### config.mk
export PLATFORM = sky130hd
export DESIGN_NAME = dbg_halt_unit
export DESIGN_NICKNAME = d
export VERILOG_FILES = /design/src/rtl/dbgc_pkg.sv /design/src/rtl/dbgc_cause_flags.sv /design/src/rtl/dbgc_catch_ctl.sv /design/src/rtl/dbgc_halt_ctl.sv /design/src/rtl/dbg_halt_unit.sv
export SDC_FILE = /design/constraint.sdc
export NUM_CORES = 1
export LEC_CHECK = 0
export CAP_MARGIN = 20
export CELL_PAD_IN_SITES_DETAIL_PLACEMENT = 0
export CELL_PAD_IN_SITES_GLOBAL_PLACEMENT = 1
export CORE_UTILIZATION = 21
export CTS_CLUSTER_DIAMETER = 200
export DETAILED_ROUTE_END_ITERATION = 8
export PLACE_DENSITY_LB_ADDON = 0.1
export SYNTH_ARGS = -nofsm -noshare
export SYNTH_HDL_FRONTEND = slang
export SYNTH_SLANG_ARGS = --single-unit
### constraint.sdc
create_clock -name clk -period 2.46 [get_ports clk]
set_clock_uncertainty 0.15 [all_clocks]
set_input_delay 0.615 -clock clk [delete_from_list [all_inputs] [get_ports clk]]
set_output_delay 0.615 -clock clk [all_outputs]
set_load 0.1 [all_outputs]
### src/rtl/dbgc_pkg.sv
package dbgc_pkg;
  localparam logic [7:0] OFS_CAUSE  = 8'h00;
  localparam logic [7:0] OFS_CTLSTS = 8'hC0;
  localparam logic [7:0] OFS_CATCH  = 8'hCC;

  localparam int NUM_CAUSE = 5;
  localparam int CS_HALT = 0;
  localparam int CS_BKPT = 1;
  localparam int CS_WPT  = 2;
  localparam int CS_VC   = 3;
  localparam int CS_EXT  = 4;

  localparam int CT_EN   = 0;
  localparam int CT_HALT = 1;
  localparam int CT_STEP = 2;
  localparam int CT_MASK = 3;
  localparam int ST_RDY  = 16;
  localparam int ST_HLT  = 17;
  localparam int ST_RET  = 24;
  localparam int ST_RST  = 25;

  localparam int CC_VCRST = 0;
  localparam int CC_VCHF  = 10;
  localparam int CC_WPTEN = 24;

  typedef struct packed {
    logic mask;
    logic step;
    logic halt;
    logic en;
  } ctl_t;
endpackage

### src/rtl/dbgc_cause_flags.sv
module dbgc_cause_flags #(
  parameter int NUM = 5
) (
  input  logic           clk,
  input  logic           rst_n,
  input  logic [NUM-1:0] set_vec,
  input  logic           clr_wr,
  input  logic [NUM-1:0] clr_vec,
  output logic [NUM-1:0] flags
);
  for (genvar i = 0; i < NUM; i++) begin : g_flag
    always_ff @(posedge clk or negedge rst_n) begin
      if (!rst_n) flags[i] <= 1'b0;
      else        flags[i] <= set_vec[i] | (flags[i] & ~(clr_wr & clr_vec[i]));
    end

    AST_FLAG_HOLD: assert property (@(posedge clk) disable iff (!rst_n)
      flags[i] && !(clr_wr && clr_vec[i]) |=> flags[i]);
  end
endmodule

### src/rtl/dbgc_catch_ctl.sv
module dbgc_catch_ctl (
  input  logic clk,
  input  logic rst_n,
  input  logic wr_en,
  input  logic wd_vcrst,
  input  logic wd_vchf,
  input  logic wd_wpten,
  output logic vc_rst,
  output logic vc_hf,
  output logic wpt_en
);
  always_ff @(posedge clk or negedge rst_n) begin
    if (!rst_n) begin
      vc_rst <= 1'b0;
      vc_hf  <= 1'b0;
      wpt_en <= 1'b0;
    end else if (wr_en) begin
      vc_rst <= wd_vcrst;
      vc_hf  <= wd_vchf;
      wpt_en <= wd_wpten;
    end
  end

  AST_CATCH_STABLE: assert property (@(posedge clk) disable iff (!rst_n)
    !wr_en |=> $stable(wpt_en) && $stable(vc_rst) && $stable(vc_hf));
endmodule

### src/rtl/dbgc_halt_ctl.sv
module dbgc_halt_ctl
  import dbgc_pkg::*;
(
  input  logic clk,
  input  logic rst_n,
  input  logic wr_en,
  input  ctl_t wd,
  input  logic rd_stb,
  input  logic core_rst,
  input  logic core_retire,
  input  logic core_halted,
  input  logic evt_any,
  input  logic vc_rst,
  output ctl_t ctl,
  output logic retire_st,
  output logic reset_st,
  output logic halted_evt,
  output logic halt_req,
  output logic step_en,
  output logic irq_mask
);
  logic halted_q;

  always_ff @(posedge clk or negedge rst_n) begin
    if (!rst_n) begin
      ctl       <= '0;
      retire_st <= 1'b0;
      reset_st  <= 1'b0;
      halted_q  <= 1'b0;
    end else begin
      if (wr_en) begin
        ctl.en   <= wd.en;
        ctl.step <= wd.step;
        ctl.mask <= wd.mask;
      end
      if (core_rst)     ctl.halt <= vc_rst & ctl.en;
      else if (evt_any) ctl.halt <= 1'b1;
      else if (wr_en)   ctl.halt <= wd.halt;
      retire_st <= core_retire | (retire_st & ~rd_stb);
      reset_st  <= core_rst | (reset_st & ~rd_stb);
      halted_q  <= core_halted;
    end
  end

  assign halted_evt = (wr_en & wd.en & wd.halt) |
                      (core_halted & ~halted_q & ctl.step & ctl.en);
  assign halt_req = ctl.halt & ctl.en;
  assign step_en  = ctl.step & ctl.en;
  assign irq_mask = ctl.mask & ctl.en;

  AST_EVT_HALTS: assert property (@(posedge clk) disable iff (!rst_n)
    evt_any && !core_rst |=> ctl.halt);
  AST_RST_CLR: assert property (@(posedge clk) disable iff (!rst_n)
    core_rst && !vc_rst |=> !ctl.halt);
  AST_RETIRE_SET: assert property (@(posedge clk) disable iff (!rst_n)
    core_retire |=> retire_st);
  AST_RST_STICKY: assert property (@(posedge clk) disable iff (!rst_n)
    core_rst |=> reset_st);
endmodule

### src/rtl/dbg_halt_unit.sv
module dbg_halt_unit
  import dbgc_pkg::*;
#(
  parameter int ADDR_W = 8,
  parameter int DATA_W = 32
) (
  input  logic              clk,
  input  logic              rst_n,
  input  logic              bus_req,
  input  logic              bus_we,
  input  logic [ADDR_W-1:0] bus_addr,
  input  logic [DATA_W-1:0] bus_wdata,
  output logic [DATA_W-1:0] bus_rdata,
  input  logic              ev_bkpt,
  input  logic              ev_wpt,
  input  logic              ev_ext,
  input  logic              core_hardfault,
  input  logic              core_rst,
  input  logic              core_retire,
  input  logic              core_halted,
  input  logic              core_regrdy,
  output logic              halt_req,
  output logic              step_en,
  output logic              irq_mask,
  output logic              wpt_enable
);
  localparam logic [ADDR_W-1:0] A_CAUSE  = ADDR_W'(OFS_CAUSE);
  localparam logic [ADDR_W-1:0] A_CTLSTS = ADDR_W'(OFS_CTLSTS);
  localparam logic [ADDR_W-1:0] A_CATCH  = ADDR_W'(OFS_CATCH);

  logic sel_cause, sel_ctl, sel_catch;
  logic wr_cause, wr_ctl, wr_catch, rd_ctl;
  logic [NUM_CAUSE-1:0] set_vec, flags;
  ctl_t ctl, wd_ctl;
  logic retire_st, reset_st, halted_evt, evt_any;
  logic vc_rst, vc_hf;
  logic unused_wdata;

  assign sel_cause = bus_req && (bus_addr == A_CAUSE);
  assign sel_ctl   = bus_req && (bus_addr == A_CTLSTS);
  assign sel_catch = bus_req && (bus_addr == A_CATCH);
  assign wr_cause  = sel_cause & bus_we;
  assign wr_ctl    = sel_ctl & bus_we;
  assign wr_catch  = sel_catch & bus_we;
  assign rd_ctl    = sel_ctl & ~bus_we;
  assign unused_wdata = ^bus_wdata;

  assign wd_ctl.en   = bus_wdata[CT_EN];
  assign wd_ctl.halt = bus_wdata[CT_HALT];
  assign wd_ctl.step = bus_wdata[CT_STEP];
  assign wd_ctl.mask = bus_wdata[CT_MASK];

  always_comb begin
    set_vec          = '0;
    set_vec[CS_HALT] = halted_evt;
    set_vec[CS_BKPT] = ctl.en & ev_bkpt;
    set_vec[CS_WPT]  = ctl.en & ev_wpt & wpt_enable;
    set_vec[CS_VC]   = ctl.en & ((core_rst & vc_rst) | (core_hardfault & vc_hf));
    set_vec[CS_EXT]  = ctl.en & ev_ext;
  end
  assign evt_any = |set_vec[NUM_CAUSE-1:1];

  dbgc_cause_flags #(.NUM(NUM_CAUSE)) u_cause (
    .clk     (clk),
    .rst_n   (rst_n),
    .set_vec (set_vec),
    .clr_wr  (wr_cause),
    .clr_vec (bus_wdata[NUM_CAUSE-1:0]),
    .flags   (flags)
  );

  dbgc_halt_ctl u_halt (
    .clk         (clk),
    .rst_n       (rst_n),
    .wr_en       (wr_ctl),
    .wd          (wd_ctl),
    .rd_stb      (rd_ctl),
    .core_rst    (core_rst),
    .core_retire (core_retire),
    .core_halted (core_halted),
    .evt_any     (evt_any),
    .vc_rst      (vc_rst),
    .ctl         (ctl),
    .retire_st   (retire_st),
    .reset_st    (reset_st),
    .halted_evt  (halted_evt),
    .halt_req    (halt_req),
    .step_en     (step_en),
    .irq_mask    (irq_mask)
  );

  dbgc_catch_ctl u_catch (
    .clk      (clk),
    .rst_n    (rst_n),
    .wr_en    (wr_catch),
    .wd_vcrst (bus_wdata[CC_VCRST]),
    .wd_vchf  (bus_wdata[CC_VCHF]),
    .wd_wpten (bus_wdata[CC_WPTEN]),
    .vc_rst   (vc_rst),
    .vc_hf    (vc_hf),
    .wpt_en   (wpt_enable)
  );

  always_comb begin
    bus_rdata = '0;
    if (sel_cause) begin
      bus_rdata[NUM_CAUSE-1:0] = flags;
    end else if (sel_ctl) begin
      bus_rdata[CT_EN]   = ctl.en;
      bus_rdata[CT_HALT] = ctl.halt;
      bus_rdata[CT_STEP] = ctl.step;
      bus_rdata[CT_MASK] = ctl.mask;
      bus_rdata[ST_RDY]  = core_regrdy;
      bus_rdata[ST_HLT]  = core_halted;
      bus_rdata[ST_RET]  = retire_st;
      bus_rdata[ST_RST]  = reset_st;
    end else if (sel_catch) begin
      bus_rdata[CC_VCRST] = vc_rst;
      bus_rdata[CC_VCHF]  = vc_hf;
      bus_rdata[CC_WPTEN] = wpt_enable;
    end
  end

  AST_WPT_GATED: assert property (@(posedge clk) disable iff (!rst_n)
    $rose(flags[CS_WPT]) |-> $past(wpt_enable));
  AST_OFF_NO_CAUSE: assert property (@(posedge clk) disable iff (!rst_n)
    !ctl.en && !wr_ctl |=> !$rose(flags[CS_BKPT]) && !$rose(flags[CS_EXT]));
endmodule

==> out/metrics.csv, run 1 <==
stage,metric,value,unit
clock_network,cts_buffer_depth,2,
timing,drv_slew,0,
routing,wirelength,2680,µm
clock_network,ctsHtreeMaxLevel,1,
timing,tns,0,ns
synth,ys_types,33,
final_layout,area_growth,65.0,%
final_layout,fin_nets,198,
clock_network,numClockSinks,15,
synth,synth_area_per_cell,10.3,µm²
final_layout,drive_above_1_share,38.6,%
timing,setup_viol,0,
flow_run,cap_viol_max_count,0,
timing,min_period,2.44,ns
timing,holdWs,0.333,ns
global_route,grt_pass1_vias,883,
critical_path,required,1.69,ns
routing,wl_per_cell,13.6,µm
pwr,seq_power_share,38.0,%
clock_network,clock-root-buffer,clkbuf_8,
die,die_h,71.0,µm
synth,yosys-top-cells-count,"22 x buf_4, 15 x dfrtp_1, 8 x a22o_1, 8 x nand2_1, 7 x and2_1",
pwr,finalPower,714,µW
synth,yosysWarnings,0,
routing,dr_wl_met2,1270,µm
clock_network,hold_buffers,0,
timing,fmaxAchievable,0.410,GHz
final_layout,antenna_cells,0,
clock_network,cts_tree,built,
routing,firstDrtPassIters,8,
synth,yosysTopAreaCell,dfrtp_1,
die,die_w,71.0,µm
pwr,internal_power,432,µW
critical_path,worstPathArrival,1.67,ns
synth,synth.area.top_cells,"dfrtp_1 38%, buf_4 17%, a22o_1 7.0%",
critical_path,cp_slowest_cell,and4bb_2,
place,post-dp-hpwl,2070,µm
synth,postSynthCellCount,97,
global_route,grt_max_degree,16,
routing,drt_iter0_markers,32,
die,io_pins,88,
synth,yosysTopAreaCellShare,37.5,%
routing,avgViaCountPerCell,4.28,
synth,synth_seq_cells,15,
global_route,antenna_found_initial,0,
clock_network,clk_latency,0.25,ns
clock_network,numCtsBuffers,3,
die,rows,24,
global_route,grt_overflow_total,0,
critical_path,endpoint_kind,output pin,
die,dieArea,0.00504,mm²
synth,synth-edff-count,0,
critical_path,path_max_fanout,8,
place,portBuffers,40,
routing,ant_nets,0,
critical_path,cpPeakStageDelay,0.33,ns
pwr,p_clk_share,28.7,%
pwr,p_sw_share,39.5,%
routing,met1Wirelength,1180,µm
pwr,p_switching,282,µW
place,place_congestion,0.726,
pwr,p_comb_share,33.3,%
synth,synth-main-ff-cell,dfrtp_1,
synth,synth_area,1000,µm²
synth,synth_most_common_cell,buf_4,
timing,fin_crit_sh,99.1,%
critical_path,crit_type,in2out,
die,coreArea,0.00447,mm²
routing,num_vias,843,
final_layout,final_core_util,36.9,%
clock_network,cts.clk_slew.worst_paths,0.06,ns
synth,synth_seq_area_share,37.5,%
synth,synthArstFlopShare,100,%
routing,met3_length,164,µm
pwr,powerDensity,433,mW/mm²
pwr,leakage,0.000773,µW
critical_path,start_kind,input pin,
global_route,grt_pass1_wl,4330,µm
routing,highest_layer,met4,
status,violations,design-rule violations,
global_route,grt.total_usage,11.4,%
critical_path,crit_chain,"buf_6, and4bb_2, and3_4, and2_4, buf_12",
pwr,peakVddDrop,0.136,mV
status,status,finished with violations,
timing,hold_viol,0,
min_path,hold_class,reg2reg,
routing,post-route-drc-count,7,
die,start_util,22.3,%
timing,rsz0062_at_grt,true,
==> worst max-delay path: cells and delay by family <==
| kind | cells | cell delay [ns] |
|---|---|---|
| buffers and inverters | 2 | 0.26 |
| and+or+nand+nor | 3 | 0.80 |
==> cells by family after synthesis <==
group,synth area share (%)
and+or+nand+nor,21.4
muxes,7.88
buffers and inverters,17.8
other,0.375
DFF,37.5
AOI/OAI and AO/OA,15.0
==> registers in the layout, indices dropped and copies added, names as in the netlist <==
| name | cells |
|---|---|
| u_halt.halted_q | 1 |
| u_halt.reset_st | 1 |
| u_catch.wpt_en | 1 |
| u_cause.flags | 5 |
| u_catch.vc_hf | 1 |
| u_halt.ctl | 4 |
| u_catch.vc_rst | 1 |
| u_halt.retire_st | 1 |
==> worst paths after layout <==
kind,from,end,slack [ns],cells after the start
max reg2reg,u_catch.wpt_en,u_halt.ctl[1],1.08,3
min in group asynchronous,rst_n,u_cause.flags[1],0.53,2
max in group asynchronous,rst_n,u_halt.reset_st,1.44,2
max,bus_addr[4],bus_rdata[17],0.02,5
min reg2reg,u_halt.reset_st,u_halt.reset_st,0.33,1
min,u_halt.reset_st,u_halt.reset_st,0.33,1
==> area by class of cell <==
cell class | count | area [µm²]
inverter | 1 | 3.75
clock buffer | 4 | 45.0
multi-input combinational | 78 | 597
sequential | 15 | 375
timing repair buffer | 47 | 563
tap | 52 | 65.1
fill | 451 | 2830
==> power groups by stage <==
stage / clock (µW) / combinational [µW] / sequential (µW)
after CTS: 215 / 237 / 272
final: 205 / 238 / 272
after floorplan: 0 / 196 / 274
after global routing: 226 / 246 / 273
after global placement: 0 / 236 / 274
after detailed placement: 0 / 237 / 274
==> metrics by stage <==
| stage | instance area [µm²] | setup WS, ns | cells |
|---|---|---|---|
| global placement | 1560 | -0.479 | 192 |
| CTS | 1650 | 0.00764 | 197 |
| finish | 1650 | 0.0230 | 197 |
| detailed placement | 1560 | -0.485 | 192 |
| global route | 1650 | -0.00392 | 197 |
| floorplan | 1090 | -0.0195 | 118 |
==> cells in the final DEF, fill, tap and decap left out, drive strengths merged <==
| cell | Yosys | layout |
|---|---|---|
| a21o | 3 | 3 |
| a22o | 9 | 9 |
| a32o | 2 | 2 |
| and2 | 8 | 8 |
| and3 | 2 | 2 |
| and4 | 2 | 2 |
| and4bb | 1 | 1 |
| buf | 23 | 27 |
| clkbuf | 1 | 5 |
| clkdlybuf4s15 | 0 | 1 |
| clkdlybuf4s50 | 0 | 17 |
| conb | 1 | 22 |
| dfrtp | 15 | 15 |
| dlygate4sd2 | 0 | 1 |
| inv | 1 | 1 |
| mux2 | 6 | 6 |
| nand2 | 9 | 9 |
| nand2b | 2 | 2 |
| nand3 | 1 | 1 |
| nand3b | 1 | 1 |
| nand4 | 1 | 1 |
| nand4b | 1 | 1 |
| nor2 | 1 | 1 |
| nor3b | 1 | 1 |
| nor4 | 1 | 1 |
| o21ai | 2 | 2 |
| o311ai | 2 | 2 |
| or2 | 1 | 1 |
==> layer usage <==
metal  GRT usage (%)  up-vias
li1                -      398
met4            6.67        0
met3            1.85        5
met1            14.1      398
met5               0        -
met2            18.9       42
==> timing repair <==
item,CTS,global route
pin swaps,7,11
hold endpoints to repair,0,0
gates resized for setup,42,4
setup buffers,1,0
endpoints found under the setup margin,10,10
(Power assumes the default switching activity.)
==> inputs of run 2 (changes only) <==
- CTS_CLUSTER_DIAMETER: 200 -> 150
==> results of run 2 <==
The final DEF is identical to that of run 1; final timing and power are the same.
==> inputs of run 3 (changes only) <==
- CTS_BUF_LIST: not set -> sky130_fd_sc_hd__clkbuf_8 sky130_fd_sc_hd__clkbuf_16
- CTS_CLUSTER_DIAMETER: 150 -> not set
==> run 3 against run 2 <==
Effect of this change: the run still ends with design-rule violations left; global-route usage did not move; critical path depth did not move; flip-flop and latch count did not move; combinational power hardly changed; non-clock buffer count unchanged; clock-buffer cell count is 1 lower; largest cell class unchanged.
==> out/metrics.csv, run 3 (synthesis results as in run 1) <==
stage,metric,value,unit,change
clock_network,cts_buffer_depth,2,,unchanged
clock_network,numClockSinks,15,,unchanged
final_layout,nFillCells,451,,unchanged
global_route,antenna_found_initial,0,,unchanged
timing,fmaxAchievable,0.410,GHz,unchanged
final_layout,multiInputGateArea,597,µm²,unchanged
die,start_util,22.3,%,unchanged
critical_path,required,1.69,ns,about the same
final_layout,stdcell_count,197,,unchanged
final_layout,reg.largest.list,"u_cause.flags: 5 flops, u_halt.ctl: 4 flops",,
pwr,finalPower,710,µW,-0.55%
global_route,grt_pass1_wl,4330,µm,unchanged
min_path,hold_class,reg2reg,,
final_layout,largest_reg_flops,5,,unchanged
clock_network,hold_buffers,0,,unchanged
timing,fin_crit_sh,99.1,%,unchanged
critical_path,start_kind,input pin,,
final_layout,antenna_cells,0,,unchanged
final_layout,fin_nets,198,,unchanged
critical_path,worst-r2r-cell-count,3,,unchanged
place,pre_cts_ws,-0.485,ns,unchanged
die,die_h,71.0,µm,unchanged
timing,fin_ws,0.0230,ns,unchanged
die,dieArea,0.00504,mm²,unchanged
routing,avgViaCountPerCell,4.28,,unchanged
routing,ant_nets,0,,unchanged
clock_network,clk_latency,0.25,ns,about the same
min_path,holdPathEnd,u_halt.reset_st,,
routing,num_vias,843,,unchanged
critical_path,path_max_fanout,8,,unchanged
timing,hold_viol,0,,unchanged
status,status,finished with violations,,
timing,rsz0062_at_grt,true,,
clock_network,cts.clk_slew.worst_paths,0.06,ns,about the same
min_path,hold_start,u_halt.reset_st,,
global_route,grt_pass1_vias,883,,unchanged
die,coreArea,0.00447,mm²,unchanged
timing,min_period,2.44,ns,unchanged
routing,drt_iter0_markers,32,,unchanged
pwr,leakage,0.000777,µW,+0.54%
final_layout,final_common_cell,conb_1,,
pwr,powerDensity,431,mW/mm²,-0.55%
status,violations,design-rule violations,,
die,die_w,71.0,µm,unchanged
min_path,holdPathStages,1,,unchanged
final_layout,mostFrequentLayoutCells,"22 x conb_1, 17 x clkdlybuf4s50_1, 15 x dfrtp_1",,
critical_path,rr_startpoint,u_catch.wpt_en,,
place,portBuffers,40,,unchanged
critical_path,rrSetupSlack,1.08,ns,about the same
routing,post-route-drc-count,7,,unchanged
flow_run,cap_viol_max_count,0,,unchanged
clock_network,ctsHtreeMaxLevel,1,,unchanged
die,rows,24,,unchanged
timing,drv_slew,0,,unchanged
critical_path,worstPathArrival,1.67,ns,about the same
timing,setup_viol,0,,unchanged
clock_network,numCtsBuffers,3,,unchanged
final_layout,regMostFlops,u_cause.flags,,
critical_path,rr_endpoint,u_halt.ctl[1],,
global_route,grt_overflow_total,0,,unchanged
place,place_congestion,0.726,,unchanged
routing,firstDrtPassIters,8,,unchanged
final_layout,area_growth,65.0,%,unchanged
pwr,peakVddDrop,0.136,mV,-0.17%
clock_network,cts_tree,built,,
clock_network,clock-root-buffer,clkbuf_8,,
critical_path,crit_type,in2out,,
final_layout,drive_above_1_share,38.6,%,unchanged
final_layout,final_core_util,36.9,%,unchanged
final_layout,seq_area,375,µm²,unchanged
die,io_pins,88,,unchanged
global_route,grt.total_usage,11.4,%,unchanged
global_route,grt_max_degree,16,,unchanged
place,post-dp-hpwl,2070,µm,unchanged
routing,wirelength,2680,µm,about the same
place,place_inst,192,,unchanged
critical_path,endpoint_kind,output pin,,
routing,wl_per_cell,13.6,µm,about the same
==> run 3: cell types whose count changed in the layout (fill, tap and decap cells not counted) <==
cell / before / now
inv_1: 1 / 2
clkbuf_1: 1 / 0
==> run 3: critical path, cell delays in order <==
cell and delay [ns]:
buf_6 0.10, and4bb_2 0.33, and3_4 0.29, and2_4 0.18
buf_12 0.16
==> run 3: final cells by class <==
cell class / count / area share (%)
timing repair buffer: 47 / 34.1
tap: 52 / 3.95
sequential: 15 / 22.8
inverter: 1 / 0.228
clock inverter: 1 / 0.228
multi-input combinational: 78 / 36.2
clock buffer: 3 / 2.50
==> run 3: per-stage QoR <==
step | hold slack, ns | area (µm²) | setup TNS [ns]
detailed placement | 0.325 | 1560 | -4.19
CTS | 0.339 | 1650 | 0
global placement | 0.316 | 1560 | -4.16
floorplan | 0.169 | 1090 | -0.0655
global route | 0.355 | 1650 | -0.00537
finish | 0.333 | 1650 | 0
==> run 3: how the worst max path moves through the flow <==
stage / endpoint / cells past startpoint / slack, ns / start
detailed placement: bus_rdata[2] / 5 / -0.49 / bus_addr[5]
floorplan: bus_rdata[24] / 4 / -0.02 / bus_addr[4]
global placement: bus_rdata[2] / 5 / -0.48 / bus_addr[5]
global route: bus_rdata[17] / 5 / -0.004 / bus_addr[4]
CTS: bus_rdata[17] / 5 / 0.008 / bus_addr[5]
finish: bus_rdata[17] / 5 / 0.02 / bus_addr[4]
==> run 3: metal layers <==
metal / track usage [%] / share of wire, % / vias up
met3: 1.85 / 6.1 / 5
li1: - / - / 398
met5: 0 / 0 / -
met2: 18.9 / 47 / 42
met1: 14.1 / 44 / 398
met4: 6.67 / 2.7 / 0
==> run 3: report_power, final <==
part	internal (µW)	switching [µW]
Combinational	56.6	181
Clock	111	90.0
Sequential	261	11.0
==> run 3: timing repair <==
item / in CTS / in global routing
buffers inserted: 1 / 0
gates resized for setup: 42 / 4
pin swaps: 7 / 11
setup endpoints to repair: 10 / 10
gates cloned: 0 / 0
